<file path="src/rtl/mw_eeprom_pkg.sv">
package mw_eeprom_pkg;

    typedef enum logic [2:0] {
        ST_IDLE,
        ST_OPC,
        ST_ADDR,
        ST_RDATA,
        ST_WDATA,
        ST_ARMED,
        ST_DONE
    } mw_state_e;

    typedef enum logic [2:0] {
        OP_NONE,
        OP_WRITE,
        OP_ERASE,
        OP_FILL_ONES,
        OP_FILL_DATA
    } mw_prog_e;

endpackage

</file>
<file path="src/rtl/mw_edge.sv">
module mw_edge (
    input  logic clk,
    input  logic rst_n,
    input  logic sk,
    input  logic cs,
    output logic sk_rise,
    output logic cs_fall
);
    typedef struct packed {
        logic sk;
        logic cs;
    } edge_t;

    edge_t q, d;

    always_comb begin
        d.sk = sk;
        d.cs = cs;
    end

    always_ff @(posedge clk or negedge rst_n) begin
        if (!rst_n) q <= '0;
        else        q <= d;
    end

    assign sk_rise = sk & ~q.sk;
    assign cs_fall = q.cs & ~cs;
endmodule

</file>
<file path="src/rtl/mw_array.sv">
module mw_array #(
    parameter int DATA_W = 16,
    parameter int WORDS  = 128,
    localparam int IDX_W = $clog2(WORDS)
) (
    input  logic              clk,
    input  logic              rst_n,
    input  logic              wr_en,
    input  logic              wr_all,
    input  logic [IDX_W-1:0]  wr_idx,
    input  logic [DATA_W-1:0] wr_data,
    input  logic [DATA_W-1:0] wr_mask,
    input  logic [IDX_W-1:0]  rd_idx,
    output logic [DATA_W-1:0] rd_data
);
    logic [DATA_W-1:0] mem_q [WORDS];
    logic [DATA_W-1:0] mem_d [WORDS];

    for (genvar i = 0; i < WORDS; i++) begin : g_word
        logic hit;
        assign hit      = wr_en && (wr_all || (wr_idx == IDX_W'(i)));
        assign mem_d[i] = hit ? ((mem_q[i] & ~wr_mask) | (wr_data & wr_mask))
                              : mem_q[i];
    end

    always_ff @(posedge clk or negedge rst_n) begin
        if (!rst_n) begin
            for (int i = 0; i < WORDS; i++) mem_q[i] <= '1;
        end else begin
            mem_q <= mem_d;
        end
    end

    assign rd_data = mem_q[rd_idx];
endmodule

</file>
<file path="src/rtl/mw_ctrl.sv">
module mw_ctrl
    import mw_eeprom_pkg::*;
#(
    parameter int DATA_W       = 16,
    parameter int WORDS        = 128,
    parameter int EXTRA_ABIT   = 1,
    parameter int WRITE_CYCLES = 40,
    localparam int IDX_W  = $clog2(WORDS),
    localparam int HALF   = DATA_W / 2,
    localparam int AW16   = IDX_W + EXTRA_ABIT,
    localparam int AW8    = AW16 + 1,
    localparam int BITS_W = $clog2(DATA_W + AW8 + 1),
    localparam int CNT_W  = $clog2(WRITE_CYCLES + 1)
) (
    input  logic              clk,
    input  logic              rst_n,
    input  logic              org_x16,
    input  logic              cs,
    input  logic              di,
    input  logic              sk_rise,
    input  logic              cs_fall,
    input  logic [DATA_W-1:0] rd_data,
    output logic [IDX_W-1:0]  rd_idx,
    output logic              mem_we,
    output logic              mem_all,
    output logic [IDX_W-1:0]  mem_idx,
    output logic [DATA_W-1:0] mem_data,
    output logic [DATA_W-1:0] mem_mask,
    output logic              do_o,
    output logic              do_oe,
    output logic              busy_o,
    output logic              wen_o,
    output logic              stat_o,
    output logic              rdoe_o,
    output mw_state_e         st_o,
    output logic [CNT_W-1:0]  cnt_o
);
    typedef struct packed {
        mw_state_e          st;
        mw_prog_e           op;
        logic [1:0]         opc;
        logic [AW8-1:0]     addr;
        logic [DATA_W-1:0]  sh;
        logic [BITS_W-1:0]  nbit;
        logic               wen;
        logic               busy;
        logic [CNT_W-1:0]   cnt;
        logic               stat;
        logic               rd_oe;
        logic               dout;
    } ctrl_t;

    ctrl_t q, d;

    logic [BITS_W-1:0] dw, aw;
    logic [AW8-1:0]    a_nx;
    logic [1:0]        top2;
    logic [DATA_W-1:0] rd_load;
    logic [DATA_W-1:0] wdata_rep;

    assign dw        = org_x16 ? BITS_W'(DATA_W) : BITS_W'(HALF);
    assign aw        = org_x16 ? BITS_W'(AW16) : BITS_W'(AW8);
    assign a_nx      = {q.addr[AW8-2:0], di};
    assign top2      = 2'(a_nx >> (aw - BITS_W'(2)));
    assign rd_idx    = org_x16 ? a_nx[IDX_W-1:0] : a_nx[IDX_W:1];
    assign rd_load   = org_x16 ? rd_data
                     : {(a_nx[0] ? rd_data[DATA_W-1:HALF] : rd_data[HALF-1:0]),
                        {HALF{1'b0}}};
    assign wdata_rep = org_x16 ? q.sh : {q.sh[HALF-1:0], q.sh[HALF-1:0]};

    // commit path: the internal cycle applies its operation on its final clock
    always_comb begin
        mem_we   = q.busy && (q.cnt == '0);
        mem_all  = (q.op == OP_FILL_ONES) || (q.op == OP_FILL_DATA);
        mem_idx  = org_x16 ? q.addr[IDX_W-1:0] : q.addr[IDX_W:1];
        mem_data = ((q.op == OP_WRITE) || (q.op == OP_FILL_DATA)) ? wdata_rep : '1;
        if (mem_all || org_x16) mem_mask = '1;
        else if (q.addr[0])     mem_mask = {{HALF{1'b1}}, {HALF{1'b0}}};
        else                    mem_mask = {{HALF{1'b0}}, {HALF{1'b1}}};
    end

    always_comb begin
        d = q;
        if (q.busy) begin
            if (q.cnt == '0) d.busy = 1'b0;
            else             d.cnt  = q.cnt - 1'b1;
        end
        if (!cs) begin
            d.st    = ST_IDLE;
            d.rd_oe = 1'b0;
            d.nbit  = '0;
            if (cs_fall && (q.st == ST_ARMED) && !q.busy) begin
                d.busy = 1'b1;
                d.cnt  = CNT_W'(WRITE_CYCLES - 1);
                d.stat = 1'b1;
            end
        end else if (sk_rise) begin
            unique case (q.st)
                ST_IDLE: begin
                    if (di) begin
                        d.stat = 1'b0;
                        if (!q.busy) begin
                            d.st   = ST_OPC;
                            d.nbit = '0;
                        end
                    end
                end
                ST_OPC: begin
                    d.opc  = {q.opc[0], di};
                    d.nbit = q.nbit + 1'b1;
                    if (q.nbit == BITS_W'(1)) begin
                        d.st   = ST_ADDR;
                        d.nbit = '0;
                        d.addr = '0;
                    end
                end
                ST_ADDR: begin
                    d.addr = a_nx;
                    d.nbit = q.nbit + 1'b1;
                    if (q.nbit == aw - 1'b1) begin
                        d.nbit = '0;
                        d.sh   = '0;
                        d.st   = ST_DONE;
                        unique case (q.opc)
                            2'b10: begin
                                d.st    = ST_RDATA;
                                d.sh    = rd_load;
                                d.rd_oe = 1'b1;
                                d.dout  = 1'b0;
                                d.nbit  = dw;
                            end
                            2'b01: begin
                                d.op = OP_WRITE;
                                d.st = ST_WDATA;
                            end
                            2'b11: begin
                                d.op = OP_ERASE;
                                d.st = q.wen ? ST_ARMED : ST_DONE;
                            end
                            default: begin
                                unique case (top2)
                                    2'b11: d.wen = 1'b1;
                                    2'b00: d.wen = 1'b0;
                                    2'b10: begin
                                        d.op = OP_FILL_ONES;
                                        d.st = q.wen ? ST_ARMED : ST_DONE;
                                    end
                                    default: begin
                                        d.op = OP_FILL_DATA;
                                        d.st = ST_WDATA;
                                    end
                                endcase
                            end
                        endcase
                    end
                end
                ST_RDATA: begin
                    if (q.nbit == '0) begin
                        d.rd_oe = 1'b0;
                        d.st    = ST_DONE;
                    end else begin
                        d.dout = q.sh[DATA_W-1];
                        d.sh   = q.sh << 1;
                        d.nbit = q.nbit - 1'b1;
                    end
                end
                ST_WDATA: begin
                    d.sh   = {q.sh[DATA_W-2:0], di};
                    d.nbit = q.nbit + 1'b1;
                    if (q.nbit == dw - 1'b1) d.st = q.wen ? ST_ARMED : ST_DONE;
                end
                default: ;
            endcase
        end
    end

    always_ff @(posedge clk or negedge rst_n) begin
        if (!rst_n) begin
            q    <= '0;
            q.st <= ST_IDLE;
            q.op <= OP_NONE;
        end else begin
            q <= d;
        end
    end

    assign do_oe  = cs & (q.rd_oe | q.stat);
    assign do_o   = do_oe & (q.rd_oe ? q.dout : ~q.busy);
    assign busy_o = q.busy;
    assign wen_o  = q.wen;
    assign stat_o = q.stat;
    assign rdoe_o = q.rd_oe;
    assign st_o   = q.st;
    assign cnt_o  = q.cnt;
endmodule

</file>
<file path="src/rtl/mw_eeprom.sv">
module mw_eeprom
    import mw_eeprom_pkg::*;
#(
    parameter int DATA_W       = 16,
    parameter int WORDS        = 128,
    parameter int EXTRA_ABIT   = 1,
    parameter int WRITE_CYCLES = 40,
    localparam int IDX_W = $clog2(WORDS),
    localparam int CNT_W = $clog2(WRITE_CYCLES + 1)
) (
    input  logic clk,
    input  logic rst_n,
    input  logic org_x16,
    input  logic cs,
    input  logic sk,
    input  logic di,
    output logic do_o,
    output logic do_oe
);
    logic              sk_rise, cs_fall;
    logic [IDX_W-1:0]  rd_idx, mem_idx;
    logic [DATA_W-1:0] rd_data, mem_data, mem_mask;
    logic              mem_we, mem_all;
    logic              busy_w, wen_w, stat_w, rdoe_w;
    mw_state_e         st_w;
    logic [CNT_W-1:0]  cnt_w;

    mw_edge u_edge (
        .clk     (clk),
        .rst_n   (rst_n),
        .sk      (sk),
        .cs      (cs),
        .sk_rise (sk_rise),
        .cs_fall (cs_fall)
    );

    mw_ctrl #(
        .DATA_W       (DATA_W),
        .WORDS        (WORDS),
        .EXTRA_ABIT   (EXTRA_ABIT),
        .WRITE_CYCLES (WRITE_CYCLES)
    ) u_ctrl (
        .clk      (clk),
        .rst_n    (rst_n),
        .org_x16  (org_x16),
        .cs       (cs),
        .di       (di),
        .sk_rise  (sk_rise),
        .cs_fall  (cs_fall),
        .rd_data  (rd_data),
        .rd_idx   (rd_idx),
        .mem_we   (mem_we),
        .mem_all  (mem_all),
        .mem_idx  (mem_idx),
        .mem_data (mem_data),
        .mem_mask (mem_mask),
        .do_o     (do_o),
        .do_oe    (do_oe),
        .busy_o   (busy_w),
        .wen_o    (wen_w),
        .stat_o   (stat_w),
        .rdoe_o   (rdoe_w),
        .st_o     (st_w),
        .cnt_o    (cnt_w)
    );

    mw_array #(
        .DATA_W (DATA_W),
        .WORDS  (WORDS)
    ) u_array (
        .clk     (clk),
        .rst_n   (rst_n),
        .wr_en   (mem_we),
        .wr_all  (mem_all),
        .wr_idx  (mem_idx),
        .wr_data (mem_data),
        .wr_mask (mem_mask),
        .rd_idx  (rd_idx),
        .rd_data (rd_data)
    );
endmodule

</file>
<file path="config.mk">
export PLATFORM = sky130hd
export DESIGN_NAME = mw_eeprom
export DESIGN_NICKNAME = d
export VERILOG_FILES = /design/src/rtl/mw_eeprom_pkg.sv /design/src/rtl/mw_edge.sv /design/src/rtl/mw_array.sv /design/src/rtl/mw_ctrl.sv /design/src/rtl/mw_eeprom.sv
export SDC_FILE = /design/constraint.sdc
export NUM_CORES = 2
export LEC_CHECK = 0
export BUFFER_PORTS_ARGS = -buffer_cell sky130_fd_sc_hd__buf_4
export CAP_MARGIN = 20
export CORE_ASPECT_RATIO = 1.1
export CORE_MARGIN = 4
export CORE_UTILIZATION = 30
export CTS_CLUSTER_DIAMETER = 120
export DETAILED_ROUTE_END_ITERATION = 10
export GPL_TIMING_DRIVEN = 0
export PLACE_DENSITY_LB_ADDON = 0.2
export SETUP_SLACK_MARGIN = 0.1
export SYNTH_ARGS = -nofsm -noshare
export SYNTH_HDL_FRONTEND = slang
export SYNTH_HIERARCHICAL = 1
export SYNTH_SLANG_ARGS = --single-unit
</file>
<file path="constraint.sdc">
create_clock -name clk -period 4.3 [get_ports clk]
set_clock_uncertainty 0.1 [all_clocks]
set_input_delay 0.215 -clock clk [delete_from_list [all_inputs] [get_ports clk]]
set_output_delay 0.215 -clock clk [all_outputs]
set_load 0.05 [all_outputs]
</file>
After elaboration in Yosys (flattened, before gate mapping):

Cells that the tools add are included.

* muxes and demuxes: 57
* add/subtract/negate cells: 6
* shifts and indexed selects: 1
* order comparisons: 1
* bitwise gates (word level): 269
* reductions and logical operators: 285
* equal/unequal tests: 161

Operators by type and width (count)
* bitwise AND 16 bit: 129
* bitwise OR 16 bit: 128
* equality test 7 bit (second input constant): 64
* equality test 7 x 6 -> 1 bit (second input constant): 32
* logical AND 1 bit: 131
* logical OR 1 bit: 131
* binary-select mux 16 bit (select 7 bit): 1
* equality test 7 x 5 -> 1 bit (second input constant): 16
* 2-to-1 mux 16 bit: 7
* equality test 7 x 4 -> 1 bit (second input constant): 8
* one-hot mux 16 bit (3 select lines): 1
* 2-to-1 mux 21 bit: 2
* 2-to-1 mux 39 bit: 1
* equality test 7 x 3 -> 1 bit (second input constant): 4
* 2-to-1 mux 7 bit: 4
* 2-to-1 mux 5 bit: 5
* one-hot mux 5 bit (5 select lines): 1
* 2-to-1 mux 3 bit: 8
* 2-to-1 mux 22 bit: 1
* one-hot mux 3 bit (3 select lines): 2
* one-hot mux 9 bit (2 select lines): 1
* AND reduction 6 bit: 3
* 2-to-1 mux 8 bit: 2
* NOT 16 bit: 1
* other kinds (47): 97

* register bits after elaboration: 2099
* output and inout port bits: 2
* word-level logic and storage cells: 922
* input bits: 6

Longest topological paths before layout:

* word-level depth: 12
* depth in mapped cells: 15
* mapped depth without buffers: 9

Hierarchy:

Netlist, hierarchy kept.

By module, submodules not included
* mw_array: seq. area each 53811.6 um^2, cells each 7990, times used 1, area each 107516.9 um^2
* mw_ctrl: seq. area each 1201.2 um^2, cells each 410, times used 1, area each 3549.7 um^2
* mw_edge: seq. area each 50.0 um^2, cells each 4, times used 1, area each 77.6 um^2

Worst setup path after synthesis:

No wires, ideal clock.

* path kind: in2reg
* from: in org_x16
* to: reg u_ctrl/q[24] in the netlist's numbering
* stages: 12
* path buffers: 5
* slack: -0.084 ns
* arrival: 4.160 ns
* required time: 4.075 ns
* setup time: 0.125 ns
* cells stage by stage: clkbuf_1 > buf_1 > o21ai_0 > buf_4 > clkbuf_1 > buf_1 > mux4_2 > mux4_2 > mux2_2 > mux2_2 > a22oi_1 > a21oi_1

* word-level cells in the longest chain between the ends: 10
* elaborated cells between the ends (all ways): 15
* those cells by class: 1 x add/sub; 2 x eq/ne; 10 x mux; 1 x bitwise; 1 x reduce/logical

Ends and longest elaborated chain
* from (decl): line mw_eeprom.sv:13 `input logic org_x16,`
* 2-to-1 mux 7 bit: line mw_ctrl.sv:65 `assign rd_idx = org_x16 ? a_nx[IDX_W-1:0] : a_nx[IDX_W:1];`
* via rd_idx[1]: line mw_eeprom.sv:21 `logic [IDX_W-1:0] rd_idx, mem_idx;`
* NOT 7 -> 8 bit (implied by the code): line mw_array.sv:34 `assign rd_data = mem_q[rd_idx];`
* binary-select mux 16 bit (select 7 bit): line mw_array.sv:34
* 2-to-1 mux 16 bit (implied by the code) (2 in a row): line mw_array.sv:34
* via rd_data[0]: line mw_eeprom.sv:22 `logic [DATA_W-1:0] rd_data, mem_data, mem_mask;`
* 2-to-1 mux 8 bit: line mw_ctrl.sv:67 `: {(a_nx[0] ? rd_data[DATA_W-1:HALF] : rd_data[HALF-1:0]),`
* 2-to-1 mux 16 bit: line mw_ctrl.sv:66 `assign rd_load = org_x16 ? rd_data`
* 2-to-1 mux 21 bit: line mw_ctrl.sv:124 `unique case (q.opc)`
* 2-to-1 mux 22 bit: line mw_ctrl.sv:120 `if (q.nbit == aw - 1'b1) begin`
* one-hot mux 16 bit (3 select lines): line mw_ctrl.sv:98 `unique case (q.st)`
* to (decl): line mw_ctrl.sv:53 `ctrl_t q, d;`

The timed path passes the listed nets, and every way through them passes these cells. The select of a mux whose other input is x is not followed.
A chain may end at the register's enable or synchronous reset.

Final worst setup path:

* from: reg u_ctrl.q (netlist bit u_ctrl/a_nx[1])
* to: reg u_ctrl/q[25] in the netlist's numbering

* word-level cells in the longest chain between the ends: 10

Ends and longest elaborated chain (line)
* 2-to-1 mux 7 bit *: mw_ctrl.sv:65
* via rd_idx[0]: mw_eeprom.sv:21
* NOT 7 -> 8 bit (implied by the code) *: mw_array.sv:34
* binary-select mux 16 bit (select 7 bit) *: mw_array.sv:34
* 2-to-1 mux 16 bit (implied by the code) * (2 in a row): mw_array.sv:34
* via rd_data[9]: mw_eeprom.sv:22
* 2-to-1 mux 8 bit: mw_ctrl.sv:67
* 2-to-1 mux 16 bit *: mw_ctrl.sv:66
* 2-to-1 mux 21 bit *: mw_ctrl.sv:124
* 2-to-1 mux 22 bit *: mw_ctrl.sv:120
* one-hot mux 16 bit (3 select lines) *: mw_ctrl.sv:98

The timed path passes the listed nets; every way through them passes the cells marked *. The select of a mux whose other input is x is not followed.

==> metrics.md <==
| Metric | Value |
|---|---|
| Status | `complete, no violations` |
| Fmax | `around 230 MHz` |
| Io pins | `8` |
| Final Cycle Share | `99.2%` |
| Core footprint | `0.369 sq mm` |
| Worst setup SP type | `register` |
| Final Hold Viols | `0` |
| Met1 usage | `~29%` |
| Largest net degree at the start of global routing | `between 150 and 200` |
| Syn_nets | `8,409` |
| Die Area | `about 0.38 sq mm` |
| Met3 Track Usage GR | `4.48%` |
| Overall power | `approximately 54 mW` |
| Fin nets | `about 8.8k` |
| # port buffers | `7` |
| CP Data Arrival Time | `4.93 ns` |
| RD Place Congestion | `0.978` |
| Max cap viols | `0` |
| RSZ-0062 raised after global routing | `true` |
| Vias per inst | `5.61` |
| Clock transition at path regs | `0.06 ns` |
| Avg Cell Area, Syn | `13.2 sq um` |
| Average wire per standard cell | `between 30 and 40 um` |
| Vias post-DR | `77.6k` |
| Design Area, Final | `about 0.13 sq mm` |
| Power density over cell area | `417 mW/mm^2` |
| Crit-path max FO | `8` |
| Synth warnings | `6` |
| Cell Area, Synth | `0.111 sq mm` |
| # setup viols final | `0` |
| GR Overflow Total | `0` |
| Switch Pwr | `approximately 14 mW` |
| Clk_lat worst skew | `0.89 ns` |
| Top Usage Layer GRT | `met2` |
| Slew Limit Fails | `0` |
| Logic gate share of total power | `between 10% and 20%` |
| Mapped Cells | `8,395` |
| CTS tree | `built` |
| Std-Cell Rows | `234` |
| # fillers | `35.7k` |
| 1st-pass router iterations | `6` |
| H-tree depth | `5` |
| Leak pwr | `47.1 nW` |
| Placed insts | `13.3k` |
| Headroom to the max-slew limit | `14.6%` |
| DIE WIDTH | `588 um` |
| Initial antenna violation count | `63` |
| Iteration-0 DRC Markers | `6,593` |
| Hold Path Class | `input pin to register` |
| CTS buffer count | `262` |
| Most frequent cells in the layout | `mux2_2, nand3_1, dfstp_2` |
| Finished Layout Cells | `around 14k` |
| Initial core utilization | `30.1%` |
| Clk buf depth | `4` |
| Crit path required time | `between 4 and 5 ns` |
| Number of global-route vias before repair | `approximately 80k` |
| Met2 usage | `35.8%` |
| Area grow syn2layout | `16.1%` |
| Most common cell after layout, fill and taps aside | `mux2_2` |
| Maximum VDD drop | `slightly above 0.3 mV` |
| Dpl hpwl | `~330 mm` |
| Critical Path Sink Type | `register` |
| First-pass GRT wire length | `617 mm` |
| Clock power share | `42.1%` |
| DRC viols | `0` |
| Final ANT Viol Nets | `0` |
| Internal Power | `39.5 mW` |
| Placed instance area | `0.118 sq mm` |
| Die span in y | `about 650 um` |
| Final Util | `between 30% and 40%` |
| Layout cell share with drive strength beyond 1 | `62.9%` |
| Clock Sinks | `2,098` |
| Final critical-path required period | `around 4.3 ns` |
| Kind of critical path | `register to register` |
| Tightest Pin Transition | `1.28 ns` |
| CTS Root Buffer Type | `clkbuf_16` |
| Final wirelength | `436 mm` |
| Total GRT Usage | `between 20% and 30%` |
| Setup TNS Final | `0 ns` |
| Switching Share | `26.6%` |
| Sequential share of power | `43.3%` |
==> worst max-delay path, stage by stage, from the launching register on <==
cell and delay (ns):
dfrtp_1 0.37, inv_2 0.05, o21ai_2 0.11, buf_6 0.13, buf_12 0.11, buf_8 0.10, buf_16 0.11, buf_16 0.22
buf_12 0.14, clkbuf_16 0.15, mux4_2 0.62, mux4_2 0.61, mux4_2 0.51, mux2_4 0.29, mux2_4 0.28, a22oi_2 0.12
a21oi_1 0.09
==> repair_timing <==
item                       4_1_cts  5_1_grt
setup endpoints to repair      933      935
pin swaps                        8        9
hold buffers                     9        0
cloned                           0        4
resized for setup              293      111
buffers inserted                13       18
hold endpoints to repair       171        0
==> per-layer routing <==
metal  share of wire (%)  up-vias
li1                    -    32169
met1                  41    41867
met2                  47     2813
met3                 6.8      691
met4                 5.8       12
met5               0.069        -
==> area by class of cell <==
| type | count | area (sq um) | area share (%) |
|---|---|---|---|
| flip-flops and latches | 2098 | 55100 | 42.7 |
| multi-input cells | 5241 | 52200 | 40.4 |
| clock buffers | 387 | 7860 | 6.09 |
| well taps | 4838 | 6050 | 4.69 |
| plain buffers | 1034 | 5040 | 3.91 |
| repair buffers | 106 | 1780 | 1.38 |
| clock inverters | 72 | 880 | 0.682 |
| inverters | 20 | 75.1 | 0.0582 |
| diodes | 26 | 65.1 | 0.0504 |
==> power by group through the flow <==
stage                     logic (mW)  registers, mW  clock network, mW
after global routing            8.13           23.4               24.1
final                           7.85           23.3               22.6
after CTS                       7.69           23.2               23.3
after floorplan                 4.23           23.1                  0
after detailed placement        7.46           23.5                  0
after global placement          7.19           23.3                  0
==> path summary, 6_finish.rpt <==
check,cells after the start,from,end,slack [ns]
hold / removal,5,org_x16,u_ctrl/wen_o$_DFFE_PN0P_,0.09
max in group asynchronous,7,rst_n,asynchronous set/reset pin,0.63
setup / recovery,16,u_ctrl/a_nx[1]$_DFFE_PN0P_,u_ctrl/q[25]$_DFFE_PN0P_,0.03
min in group asynchronous,2,rst_n,asynchronous set/reset pin,0.20
hold reg to reg,2,u_ctrl/stat_o$_DFFE_PN0P_,u_ctrl/stat_o$_DFFE_PN0P_,0.41
setup reg to reg,16,u_ctrl/a_nx[1]$_DFFE_PN0P_,u_ctrl/q[25]$_DFFE_PN0P_,0.03
==> per-stage QoR <==
step	setup slack, ns	hold slack [ns]
global placement	-23.01	0.238
global route	0.0167	0.0875
CTS	0.0379	0.00871
finish	0.0344	0.0932
detailed placement	-2.28	0.240
floorplan	0.0998	-0.181
No activity file was read; power rests on OpenSTA's default activity.
